## config.mk

```make
export PLATFORM = sky130hd
export DESIGN_NAME = gtimer_top
export DESIGN_NICKNAME = d
export VERILOG_FILES = /design/src/rtl/tmr_pkg.sv /design/src/rtl/tmr_sync.sv /design/src/rtl/tmr_prescale.sv /design/src/rtl/tmr_fsm.sv /design/src/rtl/gtimer_top.sv
export SDC_FILE = /design/constraint.sdc
export NUM_CORES = 1
export LEC_CHECK = 0
export BUFFER_PORTS_ARGS = -buffer_cell sky130_fd_sc_hd__buf_2
export CORE_UTILIZATION = 45
export CTS_BUF_LIST = sky130_fd_sc_hd__clkbuf_8
export CTS_CLUSTER_DIAMETER = 200
export DETAILED_ROUTE_END_ITERATION = 12
export PLACE_DENSITY_LB_ADDON = 0.15
export SLEW_MARGIN = 40
export SYNTH_ARGS = -nofsm -noshare
export SYNTH_HDL_FRONTEND = slang
export SYNTH_SLANG_ARGS = --single-unit
```

## constraint.sdc

```tcl
create_clock -name clk -period 3 [get_ports clk]
set_clock_uncertainty 0.1 [all_clocks]
set_input_delay 0.6 -clock clk [delete_from_list [all_inputs] [get_ports clk]]
set_output_delay 0.6 -clock clk [all_outputs]
set_load 0.02 [all_outputs]
```

## src/rtl/tmr_pkg.sv

```systemverilog
package tmr_pkg;
    localparam int DATA_W = 16;
    localparam int ADDR_W = 2;

    localparam logic [ADDR_W-1:0] ADDR_CTL = 2'd0;
    localparam logic [ADDR_W-1:0] ADDR_CNT = 2'd1;
    localparam logic [ADDR_W-1:0] ADDR_PER = 2'd2;

    localparam int BIT_ON   = 15;
    localparam int BIT_SIDL = 13;
    localparam int BIT_GATE = 6;
    localparam int BIT_PS_L = 4;
    localparam int BIT_EXT  = 1;

    localparam logic [DATA_W-1:0] CTL_MASK = 16'hA072;

    typedef enum logic [1:0] {
        ST_OFF   = 2'd0,
        ST_COUNT = 2'd1,
        ST_GATED = 2'd2,
        ST_IDLE  = 2'd3
    } tmr_state_e;

    typedef struct packed {
        logic       on;
        logic       sidl;
        logic       gate;
        logic [1:0] ps;
        logic       ext;
    } tmr_ctl_t;

    function automatic tmr_ctl_t ctl_unpack(input logic [DATA_W-1:0] w);
        tmr_ctl_t c;
        c.on   = w[BIT_ON];
        c.sidl = w[BIT_SIDL];
        c.gate = w[BIT_GATE];
        c.ps   = w[BIT_PS_L+1:BIT_PS_L];
        c.ext  = w[BIT_EXT];
        return c;
    endfunction

    function automatic logic [DATA_W-1:0] ctl_pack(input tmr_ctl_t c);
        logic [DATA_W-1:0] w;
        w = '0;
        w[BIT_ON]                = c.on;
        w[BIT_SIDL]              = c.sidl;
        w[BIT_GATE]              = c.gate;
        w[BIT_PS_L+1:BIT_PS_L]   = c.ps;
        w[BIT_EXT]               = c.ext;
        return w;
    endfunction
endpackage

```

## src/rtl/tmr_sync.sv

```systemverilog
module tmr_sync #(
    parameter int STAGES = 2
) (
    input  logic clk,
    input  logic rst_n,
    input  logic din,
    output logic lvl,
    output logic rise,
    output logic fall
);
    logic [STAGES:0] sh_q;

    always_ff @(posedge clk or negedge rst_n) begin
        if (!rst_n) sh_q <= '0;
        else        sh_q <= {sh_q[STAGES-1:0], din};
    end

    assign lvl  = sh_q[STAGES-1];
    assign rise = sh_q[STAGES-1] & ~sh_q[STAGES];
    assign fall = ~sh_q[STAGES-1] & sh_q[STAGES];
endmodule

```

## src/rtl/tmr_prescale.sv

```systemverilog
module tmr_prescale #(
    parameter int SEL_W = 2,
    parameter int DIV_W = 8,
    parameter logic [4*(2**SEL_W)-1:0] SHIFTS = {4'd8, 4'd6, 4'd3, 4'd0}
) (
    input  logic             clk,
    input  logic             rst_n,
    input  logic             clr,
    input  logic             src,
    input  logic [SEL_W-1:0] sel,
    output logic             tick
);
    logic [DIV_W-1:0] pcnt_q;
    logic [DIV_W-1:0] last;
    logic [3:0]       sh;

    assign sh   = SHIFTS[sel*4 +: 4];
    assign last = DIV_W'((32'd1 << sh) - 32'd1);
    assign tick = src && (pcnt_q == last);

    always_ff @(posedge clk or negedge rst_n) begin
        if (!rst_n)      pcnt_q <= '0;
        else if (clr)    pcnt_q <= '0;
        else if (src)    pcnt_q <= (pcnt_q == last) ? '0 : pcnt_q + 1'b1;
    end


    pcnt_range_chk: assert property (@(posedge clk) disable iff (!rst_n)
        pcnt_q <= last);
endmodule

```

## src/rtl/tmr_fsm.sv

```systemverilog
module tmr_fsm
    import tmr_pkg::*;
(
    input  logic       clk,
    input  logic       rst_n,
    input  tmr_ctl_t   ctl_nxt,
    input  logic       idle_in,
    output tmr_state_e state_q,
    output logic       run,
    output logic       gated
);
    tmr_state_e state_d;
    tmr_state_e mode_st;
    logic       hold;

    always_comb begin
        mode_st = (ctl_nxt.gate && !ctl_nxt.ext) ? ST_GATED : ST_COUNT;
        hold    = ctl_nxt.sidl && idle_in;
        state_d = state_q;
        unique case (state_q)
            ST_OFF: begin
                if (ctl_nxt.on) state_d = hold ? ST_IDLE : mode_st;
            end
            ST_COUNT, ST_GATED: begin
                if (!ctl_nxt.on) state_d = ST_OFF;
                else if (hold)   state_d = ST_IDLE;
                else             state_d = mode_st;
            end
            ST_IDLE: begin
                if (!ctl_nxt.on) state_d = ST_OFF;
                else if (!hold)  state_d = mode_st;
            end
            default: state_d = ST_OFF;
        endcase
    end

    always_ff @(posedge clk or negedge rst_n) begin
        if (!rst_n) state_q <= ST_OFF;
        else        state_q <= state_d;
    end

    always_comb begin
        run   = 1'b0;
        gated = 1'b0;
        unique case (state_q)
            ST_OFF:   ;
            ST_COUNT: run = 1'b1;
            ST_GATED: begin run = 1'b1; gated = 1'b1; end
            ST_IDLE:  ;
            default:  ;
        endcase
    end


    off_state_chk: assert property (@(posedge clk) disable iff (!rst_n)
        !ctl_nxt.on |=> state_q == ST_OFF);
endmodule

```

## src/rtl/gtimer_top.sv

```systemverilog
module gtimer_top
    import tmr_pkg::*;
#(
    parameter int SYNC_STAGES = 2
) (
    input  logic              clk,
    input  logic              rst_n,
    input  logic              bus_wr,
    input  logic [ADDR_W-1:0] bus_addr,
    input  logic [DATA_W-1:0] bus_wdata,
    output logic [DATA_W-1:0] bus_rdata,
    input  logic              idle_in,
    input  logic              ext_pin,
    output logic              irq
);
    tmr_ctl_t          ctl_q, ctl_nxt;
    logic [DATA_W-1:0] cnt_q, per_q;
    logic              half_q, irq_q;
    logic              ctl_wr, cnt_wr, per_wr;
    logic              pin_lvl, pin_rise, pin_fall;
    logic              run, gated, clr, src, tick, wrap;
    tmr_state_e        state_q;

    assign ctl_wr  = bus_wr && (bus_addr == ADDR_CTL);
    assign cnt_wr  = bus_wr && (bus_addr == ADDR_CNT);
    assign per_wr  = bus_wr && (bus_addr == ADDR_PER);
    assign ctl_nxt = ctl_wr ? ctl_unpack(bus_wdata) : ctl_q;

    tmr_sync #(.STAGES(SYNC_STAGES)) u_sync (
        .clk(clk), .rst_n(rst_n), .din(ext_pin),
        .lvl(pin_lvl), .rise(pin_rise), .fall(pin_fall)
    );

    tmr_fsm u_fsm (
        .clk(clk), .rst_n(rst_n), .ctl_nxt(ctl_nxt), .idle_in(idle_in),
        .state_q(state_q), .run(run), .gated(gated)
    );

    assign clr = ctl_wr || (state_q == ST_OFF);
    assign src = run && !ctl_wr && (ctl_q.ext ? pin_rise : half_q);

    tmr_prescale u_pre (
        .clk(clk), .rst_n(rst_n), .clr(clr), .src(src),
        .sel(ctl_q.ps), .tick(tick)
    );

    assign wrap = tick && !gated && (cnt_q == per_q);

    always_ff @(posedge clk or negedge rst_n) begin
        if (!rst_n) begin
            ctl_q  <= '0;
            per_q  <= '1;
            cnt_q  <= '0;
            half_q <= 1'b0;
            irq_q  <= 1'b0;
        end else begin
            ctl_q <= ctl_nxt;
            if (per_wr) per_q <= bus_wdata;
            if (clr)      half_q <= 1'b0;
            else if (run) half_q <= ~half_q;
            if (cnt_wr)                   cnt_q <= bus_wdata;
            else if (tick && gated)       cnt_q <= pin_lvl ? cnt_q + 1'b1 : cnt_q;
            else if (wrap)                cnt_q <= '0;
            else if (tick)                cnt_q <= cnt_q + 1'b1;
            irq_q <= (wrap && !cnt_wr) || (gated && pin_fall);
        end
    end

    assign irq = irq_q;

    always_comb begin
        unique case (bus_addr)
            ADDR_CTL: bus_rdata = ctl_pack(ctl_q);
            ADDR_CNT: bus_rdata = cnt_q;
            ADDR_PER: bus_rdata = per_q;
            default:  bus_rdata = '0;
        endcase
    end


    cnt_load_chk: assert property (@(posedge clk) disable iff (!rst_n)
        cnt_wr |=> cnt_q == $past(bus_wdata));

    off_hold_chk: assert property (@(posedge clk) disable iff (!rst_n)
        (state_q == ST_OFF && !cnt_wr) |=> cnt_q == $past(cnt_q));

    idle_hold_chk: assert property (@(posedge clk) disable iff (!rst_n)
        (state_q == ST_IDLE && !cnt_wr) |=> cnt_q == $past(cnt_q));

    irq_gap_chk: assert property (@(posedge clk) disable iff (!rst_n)
        irq_q |=> !irq_q);

    ctl_mask_chk: assert property (@(posedge clk) disable iff (!rst_n)
        (bus_addr == ADDR_CTL) |-> ((bus_rdata & ~CTL_MASK) == '0));
endmodule

```

After elaboration in Yosys (flattened, before gate mapping)
Index checks and enable logic that the tools add are counted.

Register bits: 53. Input bits: 23. Output and inout bits: 17. Logic and storage cells: 81.

$add $sub $neg: 3. Equality and inequality tests: 10. Shift-type cells: 2. Multiplexer cells: 22. Bitwise operators: 5. Reduce and logical (&&, ||, !) cells: 27.

Operators by type and width (number): 16-bit two-way mux (5); 16-bit case mux with 3 select lines (1); 8-bit two-way mux (3); 16-bit by 1-bit adder with 16-bit output (second input constant) (1); 16-bit equality test (1); 16-bit by 5-bit variable part select with 4-bit output (first input constant) (1); 1-bit logical AND (13); 2-bit two-way mux (6); 8-bit by 1-bit adder with 8-bit output (second input constant) (1); 8-bit equality test (1); 1-bit by 4-bit left shift with 8-bit output (first input constant) (1); 8-bit by 1-bit subtractor with 8-bit output (second input constant) (1); 2-bit equality test (second input constant) (3); 6-bit two-way mux (1); 2-bit case mux with 3 select lines (1); 1-bit two-way mux (5); 2-bit by 1-bit equality test with 1-bit output (second input constant) (2); 1-bit logical NOT (4); 2-bit logical NOT (2); 2-bit AND reduction (2); 2-bit nonzero test (2); 4-bit nonzero test (1); 3-bit by 2-bit != test with 1-bit output (second input constant) (1); 3-bit != test (second input constant) (1); 5 further kinds (9).

Logic depth before layout (Yosys ltp)
Word-level depth: 11. Depth in mapped cells: 9.

Modules after synthesis
From an unflattened synthesis, not the netlist that was laid out.

Cells, all modules: 335. Area, all modules: 3513.4 sq um.

Modules (own cells, without submodules): gtimer_top (instances 1, cells an instance 235, area each 2531.2 sq um, sequential area each 1021.0 sq um); tmr_prescale (instances 1, cells an instance 76, area each 704.4 sq um, sequential area each 200.2 sq um); tmr_fsm (instances 1, cells an instance 19, area each 187.7 sq um, sequential area each 50.0 sq um); tmr_sync (instances 1, cells an instance 5, area each 90.1 sq um, sequential area each 75.1 sq um).

Least setup slack after synthesis
Ideal clock, no wire load.

Path type: input port to output port. From: input port bus_addr[0]. To: output port bus_rdata[13]. Arrival: 1.712 ns. Slack: 0.588 ns. Cell stages on the path: 6. Buffers on the path: 3. Cells stage by stage: clkbuf_1 nor2b_1 buf_2 buf_1 nand2_1 o21ai_0.

Word-level cells in the longest chain between the ends: 2. Elaborated cells between the ends (all ways): 4. Classes of those cells: 2 x eq/ne; 1 x mux; 1 x reduce/logical.

RTL lines: start: declaration (RTL line gtimer_top.sv:9) `input logic [ADDR_W-1:0] bus_addr,`; 2-bit equality test (tied with other cells) (RTL line gtimer_top.sv:72) `unique case (bus_addr)`; 16-bit case mux with 3 select lines * (RTL line gtimer_top.sv:72); end: declaration (RTL line gtimer_top.sv:11) `output logic [DATA_W-1:0] bus_rdata,`.

Every way passes the cells marked *; elsewhere a longest branch is shown, timed or not.

Final worst setup path
From: register ctl_q[1] in the netlist's numbering. To: register cnt_q[1].

Word-level cells in the longest chain between the ends: 10. Elaborated cells between the ends (all ways): 14. Classes of those cells: 1 x add/sub; 2 x eq/ne; 2 x shift; 3 x mux; 6 x reduce/logical.

RTL lines: start: declaration (RTL line gtimer_top.sv:16) `tmr_ctl_t ctl_q, ctl_nxt;`; start signal: assignment (RTL line gtimer_top.sv:57) `ctl_q <= ctl_nxt;`; 16-bit by 5-bit variable part select with 4-bit output * (RTL line tmr_prescale.sv:17) `assign sh = SHIFTS[sel*4 +: 4];`; 1-bit by 4-bit left shift with 8-bit output * (RTL line tmr_prescale.sv:18) `assign last = DIV_W'((32'd1 << sh) - 32'd1);`; 8-bit by 1-bit subtractor with 8-bit output * (RTL line tmr_prescale.sv:18); 8-bit equality test * (RTL line tmr_prescale.sv:19) `assign tick = src && (pcnt_q == last);`; 1-bit logical AND * (RTL line tmr_prescale.sv:19); 1-bit logical AND (2 in a row) (RTL line gtimer_top.sv:47) `assign wrap = tick && !gated && (cnt_q == per_q);`; 16-bit two-way mux (RTL line gtimer_top.sv:63) `else if (wrap) cnt_q <= '0;`; 16-bit two-way mux (RTL line gtimer_top.sv:62) `else if (tick && gated) cnt_q <= pin_lvl ? cnt_q + 1'b1 : cnt_q;`; 16-bit two-way mux (RTL line gtimer_top.sv:61) `if (cnt_wr) cnt_q <= bus_wdata;`; end signal: assignment (RTL line gtimer_top.sv:61); end signal: assignment (RTL line gtimer_top.sv:62); end signal: assignment (RTL line gtimer_top.sv:64) `else if (tick) cnt_q <= cnt_q + 1'b1;`; end: declaration (RTL line gtimer_top.sv:17) `logic [DATA_W-1:0] cnt_q, per_q;`.

Marked as above. A chain may end at the register's enable or synchronous reset.

==> results.toml <==
[detailed_routing]
ant_nets = 0
vias_per_cell = 5.67
route.detailed.drc = 0
drtIter0Drc = 191
first_pass_iters = 4
post_drt_wl_per_cell_um = 17.0
vias = 2831
drt_wl_total_mm = 8.47

[die]
rows = 31
start_util_pct = 46.7
io_pins = 40
die_w_um = 89.0
die_area_mm2 = 0.00792
coreArea_mm2 = 0.00729
die_h_um = 89.0

[logic_synthesis]
syn-num-nets = 398
yosysMostFrequentCell = "nand2_1"
syn_inst = 364
yosysUniqueCellTypes = 56
ys_seq_elements = 53
yosysTopAreaCell = "dfrtp_1"
synth_area_leaders = "dfrtp_1 27%, dfstp_2 12%, mux2_2 5.9%"
yosys-top-cells-count = "38 x nand2_1, 37 x dfrtp_1, 25 x nor2_1"
ys_async_sr_fraction_pct = 100
synth_area_mm2 = 0.00341
yosysSeqAreaShare_pct = 39.5
syn_avg_cell_area_um2 = 9.36
synth_edf_count = 0
synth.top_cell.area_share_pct = 27.2
synth_flop_cell = "dfrtp_1"
synth_warnings = 0

[worst_setup_path]
r2r_cells = 8
cp-startpoint = "ctl_q[1]"
r2r_start = "ctl_q[1]"
r2r_end = "cnt_q[1]"
critPathMaxFanout = 9
crit_required_ns = 3.10
critPathLaunchType = "flip-flop"
reg2reg_slack_ns = 0.32
setup.worst_path.class = "reg2reg"
arrival_ns = 2.78
endpoint = "cnt_q[1]"
cp-end-kind = "flip-flop"

[timing]
fin_hold_ws_ns = 0.162
fin_crit_ns = 2.68
hold_viol_final = 0
tightest_slew_ns = 0.600
slew-limit-headroom_pct = 59.9
fin_tns_setup_ns = 0
fmax_mhz = 373
setup_viol = 0
rsz0062_at_grt = "false"
slew_violations = 0
fin_crit_sh_pct = 89.4
timing.final.ws_setup_ns = 0.318

[clocking]
path_clk_slew_ns = 0.10
cts_buffer_depth = 2
cts_hold_buf = 0
cts_tree = "built"
cts_root_buffer = "clkbuf_8"
clk_latency_ns = 0.32
cts_setup_buffers = 0
cts_max_level = 2
cts_made_buffers = 5
cts_resized = 0
cts.sinks = 53

[grt]
track_usage_pct = 23.3
antenna_found_initial = 0
grt_pass1_vias = 2620
grt_pass1_wl_mm = 13.8
overflow = 0
grt_max_degree = 30

[cells_and_area]
n_antenna_cell = 0
syn2layout_area_growth_pct = 12.1
fin_area_mm2 = 0.00382
drive_gt1_share_pct = 24.3
nets = 433

[run]
maxCapViolCount = 0

[hold_path]
holdCritPathClass = "in2async"

[placement]
place_area_mm2 = 0.00370
gp_congestion = 0.851
pre_cts_ws_ns = 0.344
dpl.hpwl_mm = 6.11
portBuffers = 39

[pwr]
p_leak_nw = 1.63
power.density_mw_per_mm2 = 597
peakVddDrop_mv = 0.270

[run_status]
status = "completed"
per-layer routing:
layer	wire [um]	share of wire [%]	track usage, %	vias to the layer above
met3	373	4.4	4.06	8
met4	94	1.1	8.23	0
li1	-	-	-	1388
met1	4110	49	34.2	1367
met5	0	0	0	-
met2	3890	46	34.5	68
sequential cells by signal, indices dropped and copies added (netlist names):
name	count
cnt_q	16
per_q	16
u_pre.pcnt_q	8
ctl_q	6
u_sync.sh_q	3
u_fsm.state_q	2
half_q	1
irq	1
worst max-delay path, stage by stage (launching register included):
cell and delay, ns:
dfrtp_1 0.45, inv_1 0.12, ha_1 0.33, nor3b_1 0.28
xnor3_1 0.30, o2111ai_2 0.25, nand2b_1 0.42, a21oi_1 0.23
a22oi_1 0.08
worst min-delay path by stage:
stage,startpoint,end
floorplan,rst_n,cnt_q[0]
global placement,u_sync.sh_q[0],u_sync.sh_q[1]
detailed placement,u_sync.sh_q[0],u_sync.sh_q[1]
CTS,rst_n,u_pre.pcnt_q[4]
global route,rst_n,u_pre.pcnt_q[4]
finish,rst_n,u_pre.pcnt_q[4]
layout make-up:
cell class	instances	area [um2]
fillers	723	3470
multi-input cells	280	1920
clock inverters	2	33.8
well taps	99	124
repair buffers	49	270
clock buffers	6	82.6
flip-flops and latches	53	1350
inverters	10	37.5
kinds of logic after synthesis:
logic type / count (synthesis) / share of synthesized area [%]
AO/OA/AOI/OAI: 79 / 15.8
adder cells (fa/ha/maj): 11 / 4.04
AND/OR/NAND/NOR: 136 / 20.7
flip-flops: 53 / 39.5
XOR/XNOR: 27 / 7.34
multiplexers: 27 / 8.59
buffers and inverters: 31 / 4.00
metrics by stage:
stage                     utilization, %  instances  power, mW
after floorplan                        -        364       1.53
after detailed placement            50.8        491       1.77
after global placement              50.8        491       1.75
final                               52.4        499       2.28
after global routing                52.4        499       2.42
after CTS                           52.4        499       2.29
placed cells by master (no fill, tap or decap), types with 13 or more instances in the layout:
cell type / netlist / routed
nor2_1: 25 / 25
dfstp_2: 16 / 16
buf_2: 7 / 39
o21ai_0: 13 / 13
nand2_1: 38 / 38
mux2_2: 18 / 18
nand3_1: 13 / 13
xnor2_1: 19 / 19
dfrtp_1: 37 / 37
a21oi_1: 16 / 16
where the power goes:
part           switching [mW]  internal (mW)
clock                   0.253          0.269
sequential              0.133          0.859
combinational           0.430          0.334
total                   0.816           1.46
Note: power is estimated with default switching activity, not from simulation.
